## src/rtl/pwm_tmr_pkg.sv

```systemverilog
package pwm_tmr_pkg;

    localparam int NUM_MATCH = 7;
    localparam int NUM_OUT   = NUM_MATCH - 1;
    localparam int DATA_W    = 32;
    localparam int ADDR_W    = 4;

    localparam logic [ADDR_W-1:0] ADR_CTRL   = 4'd0;
    localparam logic [ADDR_W-1:0] ADR_PRESC  = 4'd1;
    localparam logic [ADDR_W-1:0] ADR_MCTL   = 4'd2;
    localparam logic [ADDR_W-1:0] ADR_OCTL   = 4'd3;
    localparam logic [ADDR_W-1:0] ADR_LATCH  = 4'd4;
    localparam logic [ADDR_W-1:0] ADR_FLAGS  = 4'd5;
    localparam logic [ADDR_W-1:0] ADR_MBASE  = 4'd8;

    localparam int OCTL_DUAL_LSB = 8;

    typedef struct packed {
        logic stop;
        logic rst;
        logic irq;
    } match_ctl_t;

    typedef enum logic {
        EDGE_SINGLE = 1'b0,
        EDGE_DUAL   = 1'b1
    } edge_mode_t;

    function automatic logic [NUM_MATCH-1:0] irq_mask(input match_ctl_t [NUM_MATCH-1:0] c);
        logic [NUM_MATCH-1:0] m;
        for (int i = 0; i < NUM_MATCH; i++) m[i] = c[i].irq;
        return m;
    endfunction

    function automatic logic [NUM_MATCH-1:0] rst_mask(input match_ctl_t [NUM_MATCH-1:0] c);
        logic [NUM_MATCH-1:0] m;
        for (int i = 0; i < NUM_MATCH; i++) m[i] = c[i].rst;
        return m;
    endfunction

    function automatic logic [NUM_MATCH-1:0] stop_mask(input match_ctl_t [NUM_MATCH-1:0] c);
        logic [NUM_MATCH-1:0] m;
        for (int i = 0; i < NUM_MATCH; i++) m[i] = c[i].stop;
        return m;
    endfunction

endpackage

```

## src/rtl/pwm_prescaler.sv

```systemverilog
module pwm_prescaler #(
    parameter int PRE_W = 8
) (
    input  logic             clk,
    input  logic             rst,
    input  logic             run,
    input  logic             clr,
    input  logic [PRE_W-1:0] pr,
    output logic             tick
);
    logic [PRE_W-1:0] pc_q;

    assign tick = run && !clr && (pc_q >= pr);

    always_ff @(posedge clk) begin
        if (rst || clr) begin
            pc_q <= '0;
        end else if (run) begin
            pc_q <= (pc_q >= pr) ? '0 : pc_q + PRE_W'(1);
        end
    end

    // with a non-zero divisor, two steps are never adjacent
    p_tick_spacing_r2: assert property (@(posedge clk) disable iff (rst)
        (tick && pr != '0) |=> (!tick || pr == '0));

endmodule

```

## src/rtl/pwm_match_bank.sv

```systemverilog
module pwm_match_bank
    import pwm_tmr_pkg::*;
#(
    parameter int CNT_W = 16
) (
    input  logic                 clk,
    input  logic                 rst,
    input  logic [NUM_MATCH-1:0] wr_match,
    input  logic [CNT_W-1:0]     wr_val,
    input  logic [NUM_MATCH-1:0] latch_set,
    input  logic                 tick,
    input  logic [CNT_W-1:0]     tc,
    input  logic                 reset_evt,
    output logic [NUM_MATCH-1:0] hit
);
    logic [NUM_MATCH-1:0][CNT_W-1:0] shadow_q;
    logic [NUM_MATCH-1:0][CNT_W-1:0] act_q;
    logic [NUM_MATCH-1:0]            latch_q;
    logic [NUM_MATCH-1:0]            xfer;

    assign xfer = reset_evt ? latch_q : '0;

    for (genvar m = 0; m < NUM_MATCH; m++) begin : g_match
        assign hit[m] = tick && (tc == act_q[m]);

        always_ff @(posedge clk) begin
            if (rst) begin
                shadow_q[m] <= '0;
                act_q[m]    <= '0;
            end else begin
                if (wr_match[m]) shadow_q[m] <= wr_val;
                if (xfer[m])     act_q[m]    <= shadow_q[m];
            end
        end
    end

    always_ff @(posedge clk) begin
        if (rst) latch_q <= '0;
        else     latch_q <= (latch_q & ~xfer) | latch_set;
    end

    // active compare values move only on a match-triggered reset
    p_active_hold_r4: assert property (@(posedge clk) disable iff (rst)
        !reset_evt |=> $stable(act_q));

    // armed bits persist until a transfer or a new arm write
    p_latch_hold_r4: assert property (@(posedge clk) disable iff (rst)
        (!reset_evt && latch_set == '0) |=> $stable(latch_q));

endmodule

```

## src/rtl/pwm_out_stage.sv

```systemverilog
module pwm_out_stage
    import pwm_tmr_pkg::*;
(
    input  logic                 clk,
    input  logic                 rst,
    input  logic                 clr,
    input  logic [NUM_MATCH-1:0] hit,
    input  logic [NUM_OUT-1:1]   dual,
    input  logic [NUM_OUT-1:0]   oen,
    input  logic                 pwm_en,
    output logic [NUM_OUT-1:0]   pwm_o
);
    logic [NUM_OUT-1:0] st_q;
    logic [NUM_OUT-1:0] set_c;
    logic [NUM_OUT-1:0] clr_c;

    for (genvar i = 0; i < NUM_OUT; i++) begin : g_out
        if (i == 0) begin : g_first
            assign set_c[i] = hit[0];
        end else begin : g_sel
            assign set_c[i] = (edge_mode_t'(dual[i]) == EDGE_DUAL) ? hit[i] : hit[0];
        end
        assign clr_c[i] = hit[i+1];

        always_ff @(posedge clk) begin
            if (rst || clr)     st_q[i] <= 1'b0;
            else if (clr_c[i])  st_q[i] <= 1'b0;
            else if (set_c[i])  st_q[i] <= 1'b1;
        end

        assign pwm_o[i] = st_q[i] && oen[i] && pwm_en;

        // a falling-edge match always leaves the output low
        p_clear_wins_r6: assert property (@(posedge clk) disable iff (rst)
            clr_c[i] |=> !st_q[i]);
    end

endmodule

```

## src/rtl/pwm_match_timer.sv

```systemverilog
module pwm_match_timer
    import pwm_tmr_pkg::*;
#(
    parameter int CNT_W = 16,
    parameter int PRE_W = 8
) (
    input  logic                 clk,
    input  logic                 rst,
    input  logic                 wr_en,
    input  logic [ADDR_W-1:0]    wr_addr,
    input  logic [DATA_W-1:0]    wr_data,
    output logic [CNT_W-1:0]     count_o,
    output logic                 run_o,
    output logic [NUM_MATCH-1:0] flags_o,
    output logic                 irq_o,
    output logic [NUM_OUT-1:0]   pwm_o
);
    localparam int MCTL_W = 3 * NUM_MATCH;

    logic                            run_q, creset_q, pwm_en_q;
    logic [PRE_W-1:0]                pr_q;
    match_ctl_t [NUM_MATCH-1:0]      mctl_q;
    logic [NUM_OUT-1:0]              oen_q;
    logic [NUM_OUT-1:1]              dual_q;
    logic [NUM_MATCH-1:0]            flags_q;
    logic [CNT_W-1:0]                tc_q;

    logic                            wr_ctrl, wr_presc, wr_mctl, wr_octl, wr_latch, wr_flags;
    logic [NUM_MATCH-1:0]            wr_match;
    logic [NUM_MATCH-1:0]            hit, latch_set, flag_clr;
    logic                            tick, reset_evt, stop_evt;
    logic                            unused_wdata;

    assign unused_wdata = ^wr_data;

    assign wr_ctrl  = wr_en && (wr_addr == ADR_CTRL);
    assign wr_presc = wr_en && (wr_addr == ADR_PRESC);
    assign wr_mctl  = wr_en && (wr_addr == ADR_MCTL);
    assign wr_octl  = wr_en && (wr_addr == ADR_OCTL);
    assign wr_latch = wr_en && (wr_addr == ADR_LATCH);
    assign wr_flags = wr_en && (wr_addr == ADR_FLAGS);

    for (genvar m = 0; m < NUM_MATCH; m++) begin : g_dec
        assign wr_match[m] = wr_en && (wr_addr == ADR_MBASE + ADDR_W'(m));
    end

    assign latch_set = wr_latch ? wr_data[NUM_MATCH-1:0] : '0;
    assign flag_clr  = wr_flags ? wr_data[NUM_MATCH-1:0] : '0;

    assign reset_evt = |(hit & rst_mask(mctl_q));
    assign stop_evt  = |(hit & stop_mask(mctl_q));

    pwm_prescaler #(.PRE_W(PRE_W)) u_pre (
        .clk  (clk),
        .rst  (rst),
        .run  (run_q),
        .clr  (creset_q),
        .pr   (pr_q),
        .tick (tick)
    );

    pwm_match_bank #(.CNT_W(CNT_W)) u_bank (
        .clk       (clk),
        .rst       (rst),
        .wr_match  (wr_match),
        .wr_val    (wr_data[CNT_W-1:0]),
        .latch_set (latch_set),
        .tick      (tick),
        .tc        (tc_q),
        .reset_evt (reset_evt),
        .hit       (hit)
    );

    pwm_out_stage u_out (
        .clk    (clk),
        .rst    (rst),
        .clr    (creset_q),
        .hit    (hit),
        .dual   (dual_q),
        .oen    (oen_q),
        .pwm_en (pwm_en_q),
        .pwm_o  (pwm_o)
    );

    always_ff @(posedge clk) begin
        if (rst) begin
            run_q    <= 1'b0;
            creset_q <= 1'b0;
            pwm_en_q <= 1'b0;
            pr_q     <= '0;
            mctl_q   <= '0;
            oen_q    <= '0;
            dual_q   <= '0;
        end else begin
            if (wr_ctrl) begin
                run_q    <= wr_data[0];
                creset_q <= wr_data[1];
                pwm_en_q <= wr_data[2];
            end
            if (stop_evt) run_q <= 1'b0;
            if (wr_presc) pr_q <= wr_data[PRE_W-1:0];
            if (wr_mctl)  mctl_q <= wr_data[MCTL_W-1:0];
            if (wr_octl) begin
                oen_q  <= wr_data[NUM_OUT-1:0];
                dual_q <= wr_data[OCTL_DUAL_LSB+NUM_OUT-1:OCTL_DUAL_LSB+1];
            end
        end
    end

    always_ff @(posedge clk) begin
        if (rst)            tc_q <= '0;
        else if (creset_q)  tc_q <= '0;
        else if (tick) begin
            if (reset_evt)      tc_q <= '0;
            else if (!stop_evt) tc_q <= tc_q + CNT_W'(1);
        end
    end

    always_ff @(posedge clk) begin
        if (rst) flags_q <= '0;
        else     flags_q <= (flags_q & ~flag_clr) | (hit & irq_mask(mctl_q));
    end

    assign count_o = tc_q;
    assign run_o   = run_q;
    assign flags_o = flags_q;
    assign irq_o   = |flags_q;

    // a stopped counter holds its value
    p_hold_idle_r10: assert property (@(posedge clk) disable iff (rst)
        (!run_q && !creset_q) |=> $stable(tc_q));

    // counter reset forces zero
    p_creset_zero_r10: assert property (@(posedge clk) disable iff (rst)
        creset_q |=> (tc_q == '0));

    // a stop match drops the run bit
    p_stop_clears_run_r9: assert property (@(posedge clk) disable iff (rst)
        stop_evt |=> !run_q);

    // flags only fall through a clear write
    p_flags_sticky_r8: assert property (@(posedge clk) disable iff (rst)
        !wr_flags |=> ((flags_q & $past(flags_q)) == $past(flags_q)));

endmodule

```

## config.mk

```make
export PLATFORM = sky130hd
export DESIGN_NAME = pwm_match_timer
export DESIGN_NICKNAME = d
export VERILOG_FILES = /design/src/rtl/pwm_tmr_pkg.sv /design/src/rtl/pwm_prescaler.sv /design/src/rtl/pwm_match_bank.sv /design/src/rtl/pwm_out_stage.sv /design/src/rtl/pwm_match_timer.sv
export SDC_FILE = /design/constraint.sdc
export NUM_CORES = 1
export LEC_CHECK = 0
export BUFFER_PORTS_ARGS = -buffer_cell sky130_fd_sc_hd__buf_4
export CORE_UTILIZATION = 40
export DETAILED_ROUTE_END_ITERATION = 16
export RECOVER_POWER = 100
export SETUP_SLACK_MARGIN = 0.4
export SYNTH_ARGS = -nofsm -noshare
export SYNTH_HDL_FRONTEND = slang
export SYNTH_HIERARCHICAL = 1
export SYNTH_SLANG_ARGS = --single-unit
```

## constraint.sdc

```tcl
create_clock -name clk -period 5.1 [get_ports clk]
set_input_delay 0.765 -clock clk [delete_from_list [all_inputs] [get_ports clk]]
set_output_delay 0.765 -clock clk [all_outputs]
set_load 0.01 [all_outputs]
```

==> results.toml, run 1 <==
[run_status]
status = "finished, violations left"
violations = "max-capacitance violations, max-slew violations"

[global_routing]
grt_max_degree = 194
antenna_found_initial = 0
grt_usage_pct = 22.1
overflow = 0
grt_pass1_wl_um = 56500
grt_pass1_vias = 9631

[synth]
synth_edf_count = 0
ys_types = 54
mappedNetlistArea_um2 = 13200
syn_inst = 1501
ys_ff_latch = 311
synth_nets = 1550
yosysWarnings = 6
ys.flop_type = "dfxtp_1"
async_flop_share_pct = 0
syn_avg_cell_area_um2 = 8.80
seq_area_frac_synth_pct = 47.1

[drt]
final_antenna_net_count = 0
drc = 0
drt_pass1_iterations = 5
num_vias = 10400
viasPerCell = 5.24
detail_route.wl_per_cell_um = 18.8
routed_wl_um = 37400
dr.first_iter.drc_count = 841

[floorplan]
die_h_um = 184
ios = 70
row_count = 66
core-area_um2 = 32500
die_area_um2 = 33800
start_util_pct = 40.6
die_w_um = 184

[cells_and_area]
drive_gt1_share_pct = 8.26
layout.nets = 1580
num-fill-cells = 3191
diodes = 0
final_cell_mix = "311 x dfxtp_1, 306 x nand2_1, 157 x a21oi_1"
layout_commonest_cell = "dfxtp_1"
area_growth_pct = 12.6
utilization_pct = 45.7

[critical_path]
critPathLaunchType = "flip-flop"
cp.arrival_ns = 5.06
slowest_delay_ns = 0.78
ff2ff_path_depth = 15
crit_required_ns = 5.53
critPathMaxFanout = 18
slowest_stage = "and2_0"
crit_type = "reg -> reg"
cpMostUsedCell = "nand2_1"
path_cells = "inv_1 > ha_1 > and3_1 > o2111a_1 > a22o_1 > nor2b_1 > buf_4 > nand2_1 > nor4_1 > a222oi_1 > and3_2 > inv_2 > and2_0 > nand2_1 > a21oi_1"
crit_path_end_kind = "flip-flop"

[clocking]
clkSlewWorstSetupHoldPaths_ns = 0.06
cts_setup_buffers = 0
ctsHoldBuffers = 0
tritoncts = "built"
clock-sinks = 311
clock_latency_ns = 0.51
h-tree-depth = 2
cts-resized-gates = 0
clock_path_buffers = 3
cts_root_buf = "clkbuf_16"
cts_made_buffers = 34

[sta]
slew_viol_final = 211
fin_setup_tns_ns = 0
fmax_ghz = 0.216
skew_ns = 0.0100
finalCriticalPeriod_ns = 4.63
setup_viol = 0
worst_slew_pin_slew_ns = 3.95
hold_viol = 0
rsz0062_at_grt = "false"
relSlewSlack_pct = -164
timing.hold.ws_ns = 0.447
period_share_pct = 90.8

[pwr]
p_total_mw = 5.21
power_density_nw_per_um2 = 350
irDropWorstVdd_v = 0.000220
leakagePower_nw = 5.14

[worst_hold_path]
holdPathStages = 2
min_path_type = "reg -> reg"

[run]
drv_cap = 2

[place]
io_buffers = 58
post-dp-hpwl_um = 23700
gp_congestion = 0.825
## Yosys cell counts (4+ instances only)
cell       instances  area, um^2
dfxtp_1          311        6230
buf_6             13         146
nand2b_1           7        43.8
inv_1             27         101
and4_1             5        43.8
nor3_1             7        35.0
ha_1              10         125
clkbuf_1          42         158
a31oi_1           19         119
a22oi_1            4        30.0
mux2i_1          133        1330
buf_1              4        15.0
nor4_1            22         138
nand2_1          306        1150
buf_2             40         200
and3_1             9        56.3
nor4_2            14         175
nand4_1           30         188
xor2_1            30         263
nand3_1           21         105
xnor2_1           89         780
o21ai_0           12        60.1
a21oi_1          157         786
buf_4              4        30.0
nor2_1           142         533
and2_1             7        43.8
a2111oi_1          4        40.0
## logic make-up after synthesis
logic type,Yosys count,synth area share (%)
AO/OA/AOI/OAI,212,8.97
XOR/XNOR,120,8.01
buffers and inverters,132,4.98
flip-flops,311,47.1
multiplexers,133,10.1
adder cells (fa/ha/maj),10,0.947
AND/OR/NAND/NOR,583,19.9
## metal layers
| metal | track usage, % | up-vias | wire length [um] |
|---|---|---|---|
| li1 | - | 5096 | - |
| met1 | 30.6 | 5029 | 17600 |
| met2 | 35.5 | 260 | 17100 |
| met3 | 2.85 | 58 | 1780 |
| met4 | 6.87 | 0 | 893 |
| met5 | 0 | - | 0 |
## layout make-up
class                   count  area [um^2]  share of cell area [%]
clock buffers              51         1070                    7.18
clock inverters             4         70.1                   0.471
inverters                  29          109                   0.732
multi-input cells        1058         6260                    42.1
flip-flops and latches    311         6230                    41.8
well taps                 442          553                    3.72
repair buffers             97          594                    3.99
## final timing paths
check                                   start                            end  slack [ns]
min reg2reg  u_bank/shadow_q[38]$_SDFFE_PP0P_  u_bank/act_q[38]$_SDFFE_PP0P_        0.45
max                      pr_q[7]$_SDFFE_PP0P_  u_bank/act_q[75]$_SDFFE_PP0P_        0.47
min          u_bank/shadow_q[38]$_SDFFE_PP0P_  u_bank/act_q[38]$_SDFFE_PP0P_        0.45
max reg2reg              pr_q[7]$_SDFFE_PP0P_  u_bank/act_q[75]$_SDFFE_PP0P_        0.47
## where the power goes
group,switching (mW),internal [mW]
clock network,0.966,1.54
logic,0.159,0.0690
registers,0.0258,2.45
## sequential cells by signal (all words and copies together), names as in the netlist, 5 cells and up
signal,count
mctl_q,21
u_bank/latch_q,7
dual_q,5
u_bank/shadow_q,112
u_bank/act_q,112
pr_q,8
flags_o,7
oen_q,6
u_pre/pc_q,8
u_out/st_q,6
count_o,16
## critical path: cells and delay by family, from the launching register on
| family | cells | cell delay [ns] |
|---|---|---|
| buf+inv | 3 | 0.62 |
| simple gates | 7 | 2.31 |
| flops | 1 | 0.34 |
| compound gates | 4 | 0.97 |
| fa+ha+maj | 1 | 0.29 |
## stage by stage
step,cell area [um^2],setup WS (ns),std cells
global placement,14000,0.874,1937
global route,14900,0.276,1992
floorplan,13200,1.55,1501
finish,14900,0.470,1992
CTS,15100,0.741,1992
detailed placement,14000,0.835,1937
(Power assumes the default switching activity.)
==> run 2: changes to the inputs <==
ABC_AREA = 1   (was not set)
==> results.toml, run 2 <==
[sta]
fin_setup_tns_ns = 0
hold_viol = 0
skew_ns = 0.0228
period_share_pct = 88.1
finalCriticalPeriod_ns = 4.49
rsz0062_at_grt = "false"
relSlewSlack_pct = -193
worst_slew_pin_slew_ns = 4.39
setup_viol = 0
setup_slack_ns = 0.605
timing.hold.ws_ns = 0.453
fmax_ghz = 0.222
slew_viol_final = 208

[synth]
synth_edf_count = 0
synth-compound-area-share_pct = 14.6
synth_top_area_share_pct = 45.7
yosysMostFrequentCell = "nand2_1"
synthTopCellsByArea = "dfxtp_1 46%, nand2_1 18%, a21oi_1 8.4%"
ys_ff_latch = 311
async_flop_share_pct = 0
synthSimpleGateAreaFrac_pct = 28.5
mappedNetlistArea_um2 = 13600
synth_top_family_by_area = "simple AND/OR/NAND/NOR gates"
synthMuxAreaShare_pct = 0.0734
synthTopCellsByCount = "651 x nand2_1, 311 x dfxtp_1, 241 x nor2_1, 230 x a21oi_1, 143 x inv_1"
post_synth_xor_area_fraction_pct = 2.25
ys_types = 38
synth_nets = 2000
yosysWarnings = 6
ys.flop_type = "dfxtp_1"
syn_inst = 1951
syn_avg_cell_area_um2 = 6.99
yosys.area_share.adder_pct = 0.918
seq_area_frac_synth_pct = 45.7
synth_area_leader_cell = "dfxtp_1"

[floorplan]
die_w_um = 187
start_util_pct = 40.7
core-area_um2 = 33500
die_h_um = 187
die_area_um2 = 34800
ios = 70
row_count = 67

[pwr]
power_density_nw_per_um2 = 336
irDropWorstVdd_v = 0.000204
leakagePower_nw = 6.10
p_total_mw = 5.17

[cells_and_area]
utilization_pct = 45.9
num-fill-cells = 3502
final_cell_mix = "658 x nand2_1, 311 x dfxtp_1, 242 x nor2_1"
area_growth_pct = 12.9
layout.nets = 2045
reg.largest.list = "u_bank/act_q (112), u_bank/shadow_q (112), mctl_q (21)"
drive_gt1_share_pct = 7.37
layout_commonest_cell = "nand2_1"
multi_input_area_um2 = 6290
seqCellArea_um2 = 6230
diodes = 0

[critical_path]
cp.arrival_ns = 4.68
cpMostUsedCell = "nand2_1"
critPathMaxFanout = 14
timing.rr.end = "u_bank/act_q[80]$_SDFFE_PP0P_"
crit_required_ns = 5.29
ff2ff_path_depth = 15
slowest_delay_ns = 0.89
r2r_slack_ns = 0.61
crit_path_end_kind = "flip-flop"
worst-path-buf-inv = 4
cpLargestDelayFamily = "simple AND/OR/NAND/NOR gates"
critPathLaunchType = "flip-flop"
timing.rr.start = "count_o[12]$_SDFFE_PP0P_"
path_cells = "clkbuf_1 > inv_1 > nand2_1 > o21ai_0 > nor2_1 > nand3_1 > nor2_1 > nand2_1 > nand3_1 > inv_1 > nand2_1 > nand2_1 > clkbuf_2 > nor2_1 > a211oi_1"
slowest_stage = "clkbuf_1"
crit_type = "reg -> reg"

[clocking]
clkSlewWorstSetupHoldPaths_ns = 0.06
clock_path_buffers = 3
cts_made_buffers = 36
ctsHoldBuffers = 0
clock_latency_ns = 0.53
cts_root_buf = "clkbuf_16"
h-tree-depth = 2
cts_setup_buffers = 0
cts-resized-gates = 0
tritoncts = "built"
clock-sinks = 311

[place]
gp_congestion = 0.857
place_ws_ns = 0.852
post-dp-hpwl_um = 27600
io_buffers = 58

[worst_hold_path]
whs_endpoint = "flags_o[2]$_SDFF_PP0_"
holdPathStages = 2
min-delay-start = "mctl_q[6]$_SDFFE_PP0P_"
min_path_type = "reg -> reg"

[drt]
routed_wl_um = 43300
final_antenna_net_count = 0
viasPerCell = 5.13
drt_pass1_iterations = 7
dr.first_iter.drc_count = 1210
num_vias = 12700
detail_route.wl_per_cell_um = 17.5
drc = 0

[global_routing]
grt_max_degree = 208
grt_usage_pct = 24.4
antenna_found_initial = 0
overflow = 0
grt_pass1_wl_um = 65800
grt_pass1_vias = 11400

[run]
drv_cap = 1

[run_status]
status = "finished, violations left"
violations = "max-capacitance violations, max-slew violations"
==> run 2: changes by cell type after synthesis, moves of 21 or more <==
cell and change:
nand4_1 -22, a211oi_1 +49, mux2i_1 -132, xnor2_1 -78, nor4_1 -21, a21oi_1 +73, nand2_1 +345, inv_1 +116
clkbuf_1 -24, o21ai_0 +55, nor2_1 +99
==> run 2: how the worst max path moves through the flow <==
stage                                   from                       endpoint  slack (ns)  cells after the start
finish              count_o[12]$_SDFFE_PP0P_  u_bank/act_q[80]$_SDFFE_PP0P_        0.61                     15
global route            pr_q[7]$_SDFFE_PP0P_  u_bank/act_q[89]$_SDFFE_PP0P_        0.27                     20
global placement        pr_q[7]$_SDFFE_PP0P_  u_bank/act_q[64]$_SDFFE_PP0P_        0.94                     22
floorplan               pr_q[7]$_SDFFE_PP0P_  u_bank/act_q[16]$_SDFFE_PP0P_        2.10                     24
detailed placement      pr_q[7]$_SDFFE_PP0P_  u_bank/act_q[74]$_SDFFE_PP0P_        0.85                     22
CTS                     pr_q[7]$_SDFFE_PP0P_  u_bank/act_q[74]$_SDFFE_PP0P_        0.81                     22
==> run 2: logic make-up after synthesis <==
group / count (synthesis)
and+or+nand+nor: 976
AOI/OAI and AO/OA: 369
DFF: 311
buffers and inverters: 249
xor gates and xnor gates: 35
adders and majority gates: 10
muxes: 1
==> run 2: metal layers <==
metal	global-route usage [%]	wire length (um)	vias up
met5	0	0	-
met1	33.5	19000	5894
met2	39.6	19800	427
li1	-	-	6289
met4	7.38	1140	0
met3	3.39	3250	72
==> run 2: area by class of cell <==
cell class	instances	share of cell area (%)
multi-input combinational	1391	40.8
sequential	311	40.4
clock buffer	47	6.44
inverter	160	3.90
timing repair buffer	96	3.71
tap	448	3.64
clock inverter	17	1.02
==> run 2: worst reg2reg max path, stage by stage, from the launching register on <==
cell	delay, ns
dfxtp_1	0.30
clkbuf_1	0.89
inv_1	0.40
nand2_1	0.14
o21ai_0	0.08
nor2_1	0.14
nand3_1	0.09
nor2_1	0.48
nand2_1	0.12
nand3_1	0.22
inv_1	0.07
nand2_1	0.32
nand2_1	0.36
clkbuf_2	0.34
nor2_1	0.14
a211oi_1	0.06
==> run 2: where the power goes <==
| part | internal [mW] | switching [mW] |
|---|---|---|
| registers | 2.45 | 0.0129 |
| clock network | 1.48 | 1.03 |
| logic | 0.0473 | 0.153 |
| total | 3.98 | 1.19 |
==> run 2: stage by stage <==
| stage | instances | area (um^2) |
|---|---|---|
| 3_3_place_gp | 2406 | 14500 |
| 5_1_grt | 2470 | 15400 |
| 6_report | 2470 | 15400 |
| 2_1_floorplan | 1951 | 13600 |
| 3_5_place_dp | 2406 | 14500 |
| 4_1_cts | 2470 | 15600 |
==> run 3: changes to the inputs <==
CORE_ASPECT_RATIO = 1.1   (was not set)
CORE_UTILIZATION = 25   (was 40)
CTS_CLUSTER_DIAMETER = 80   (was not set)
==> results.toml, run 3 (synthesized netlist as in run 2, its figures left out) <==
[drt]
num_vias = 12700
detail_route.wl_per_cell_um = 16.4
dr.first_iter.drc_count = 1106
viasPerCell = 4.63
routed_wl_um = 45200
final_antenna_net_count = 0
drc = 0
drt_pass1_iterations = 7

[cells_and_area]
utilization_pct = 29.3
layout_commonest_cell = "nand2_1"
instances_no_fill = 2753
reg.largest.list = "u_bank/act_q (112), u_bank/shadow_q (112), mctl_q (21)"
area_growth_pct = 15.5
layout.nets = 2050
diodes = 0
final_cell_mix = "658 x nand2_1, 311 x dfxtp_1, 241 x nor2_1"
drive_gt1_share_pct = 6.96
num-fill-cells = 5845

[clocking]
clock_latency_ns = 0.53
ctsHoldBuffers = 0
cts_root_buf = "clkbuf_16"
clkSlewWorstSetupHoldPaths_ns = 0.07
h-tree-depth = 2
cts_made_buffers = 34
cts_setup_buffers = 0
clock_path_buffers = 3
clock-sinks = 311
tritoncts = "built"
cts-resized-gates = 0

[sta]
worst_slew_pin_slew_ns = 2.84
fin_setup_tns_ns = 0
relSlewSlack_pct = -89.1
setup_viol = 0
hold_viol = 0
timing.hold.ws_ns = 0.455
finalCriticalPeriod_ns = 4.56
skew_ns = 0.0217
slew_viol_final = 248
fmax_ghz = 0.219
rsz0062_at_grt = "false"
period_share_pct = 89.3

[global_routing]
overflow = 0
antenna_found_initial = 0
grt_max_degree = 130
grt_usage_pct = 16.0
grt_pass1_vias = 11700
grt_pass1_wl_um = 68100

[floorplan]
start_util_pct = 25.4
ios = 70
core-area_um2 = 53800
die_h_um = 247
die_area_um2 = 55500
row_count = 89
die_w_um = 225

[critical_path]
slowest_delay_ns = 1.91
cpLargestDelayFamily = "buffers and inverters"
crit_type = "in -> reg"
critPathMaxFanout = 129
crit_path_end_kind = "flip-flop"
path_cells = "clkbuf_2 > buf_2 > a21oi_1"
slowest_stage = "clkbuf_2"
worst-path-buf-inv = 2
crit_required_ns = 5.39
critPathLaunchType = "input port"
cp.arrival_ns = 4.85

[run_status]
violations = "max-capacitance violations, max-slew violations"
status = "finished, violations left"

[pwr]
swShare_pct = 22.7
power_switching_mw = 1.17
irDropWorstVdd_v = 0.000244
power_density_nw_per_um2 = 327
leakagePower_nw = 6.10
internal_power_mw = 3.98
pwr-share-clk_pct = 48.3
seqPwrFrac_pct = 47.8
p_comb_share_pct = 3.9

[worst_hold_path]
min_path_type = "reg -> reg"

[place]
gp_congestion = 0.853
post-dp-hpwl_um = 29900
dp.cells = 2693
io_buffers = 58

[run]
drv_cap = 2
==> run 3: changes by cell type in the layout (fill, tap and decap cells not counted), moves of 3 or more <==
cell	previous run	this run
clkbuf_1	44	55
clkinvlp_4	3	0
o21ai_0	68	71
clkinv_2	10	6
o21ai_1	4	1
clkbuf_2	4	1
==> run 3: power by group through the flow <==
stage | logic [mW] | registers (mW) | clock network, mW
final | 0.199 | 2.46 | 2.49
after global routing | 0.213 | 2.46 | 2.63
after CTS | 0.201 | 2.46 | 2.54
after detailed placement | 0.200 | 2.52 | 0
after global placement | 0.199 | 2.52 | 0
after floorplan | 0.104 | 2.51 | 0
==> run 3: metal layers <==
metal	global-route usage, %	wire length [um]	vias up
met4	5.92	1570	0
met5	0	0	-
met1	20.0	19400	5969
li1	-	-	6293
met3	2.14	2560	83
met2	27.8	21700	390
==> run 3: final cells by class <==
cell class	instances	area [um^2]	area share, %
Clock buffer	49	978	6.21
Multi-Input combinational cell	1391	6290	39.9
Inverter	160	601	3.81
Sequential cell	311	6230	39.5
Tap cell	728	911	5.78
Timing Repair Buffer	103	608	3.86
Clock inverter	11	138	0.874
==> run 3: worst paths after layout <==
| check | startpoint | endpoint | slack, ns | depth (start not counted) |
|---|---|---|---|---|
| setup / recovery | rst | u_bank/act_q[79]$_SDFFE_PP0P_ | 0.54 | 3 |
| hold / removal | u_bank/shadow_q[53]$_SDFFE_PP0P_ | u_bank/act_q[53]$_SDFFE_PP0P_ | 0.46 | 2 |
| setup reg to reg | pr_q[7]$_SDFFE_PP0P_ | u_bank/act_q[32]$_SDFFE_PP0P_ | 0.72 | 21 |
| hold reg to reg | u_bank/shadow_q[53]$_SDFFE_PP0P_ | u_bank/act_q[53]$_SDFFE_PP0P_ | 0.46 | 2 |
==> run 3: worst register-to-register path, cell delays in order, from the launching register on <==
cell and delay [ns]:
dfxtp_1 0.33, inv_1 0.05, ha_1 0.29, nand2_1 0.07, nor2_1 0.17, nand4_1 0.11
nand3_1 0.13, nand2_1 0.10, inv_1 0.33, o21ai_0 0.16, nor3_1 0.23, nand2_1 0.08
nor2_1 0.08, clkbuf_1 0.47, nand2_1 0.12, nand3_1 0.21, inv_1 0.07, nand2_1 0.35
nand2_1 0.28, clkbuf_1 0.27, nor2_1 0.14, a211oi_1 0.06
==> run 3: through the flow <==
stage | area, um^2 | worst slack [ns] | total power, mW
finish | 15700 | 0.544 | 5.15
global route | 15700 | 0.285 | 5.31
CTS | 16000 | 0.904 | 5.20
detailed placement | 14900 | 0.971 | 2.72
global placement | 14900 | 1.03 | 2.71
floorplan | 13600 | 2.10 | 2.62
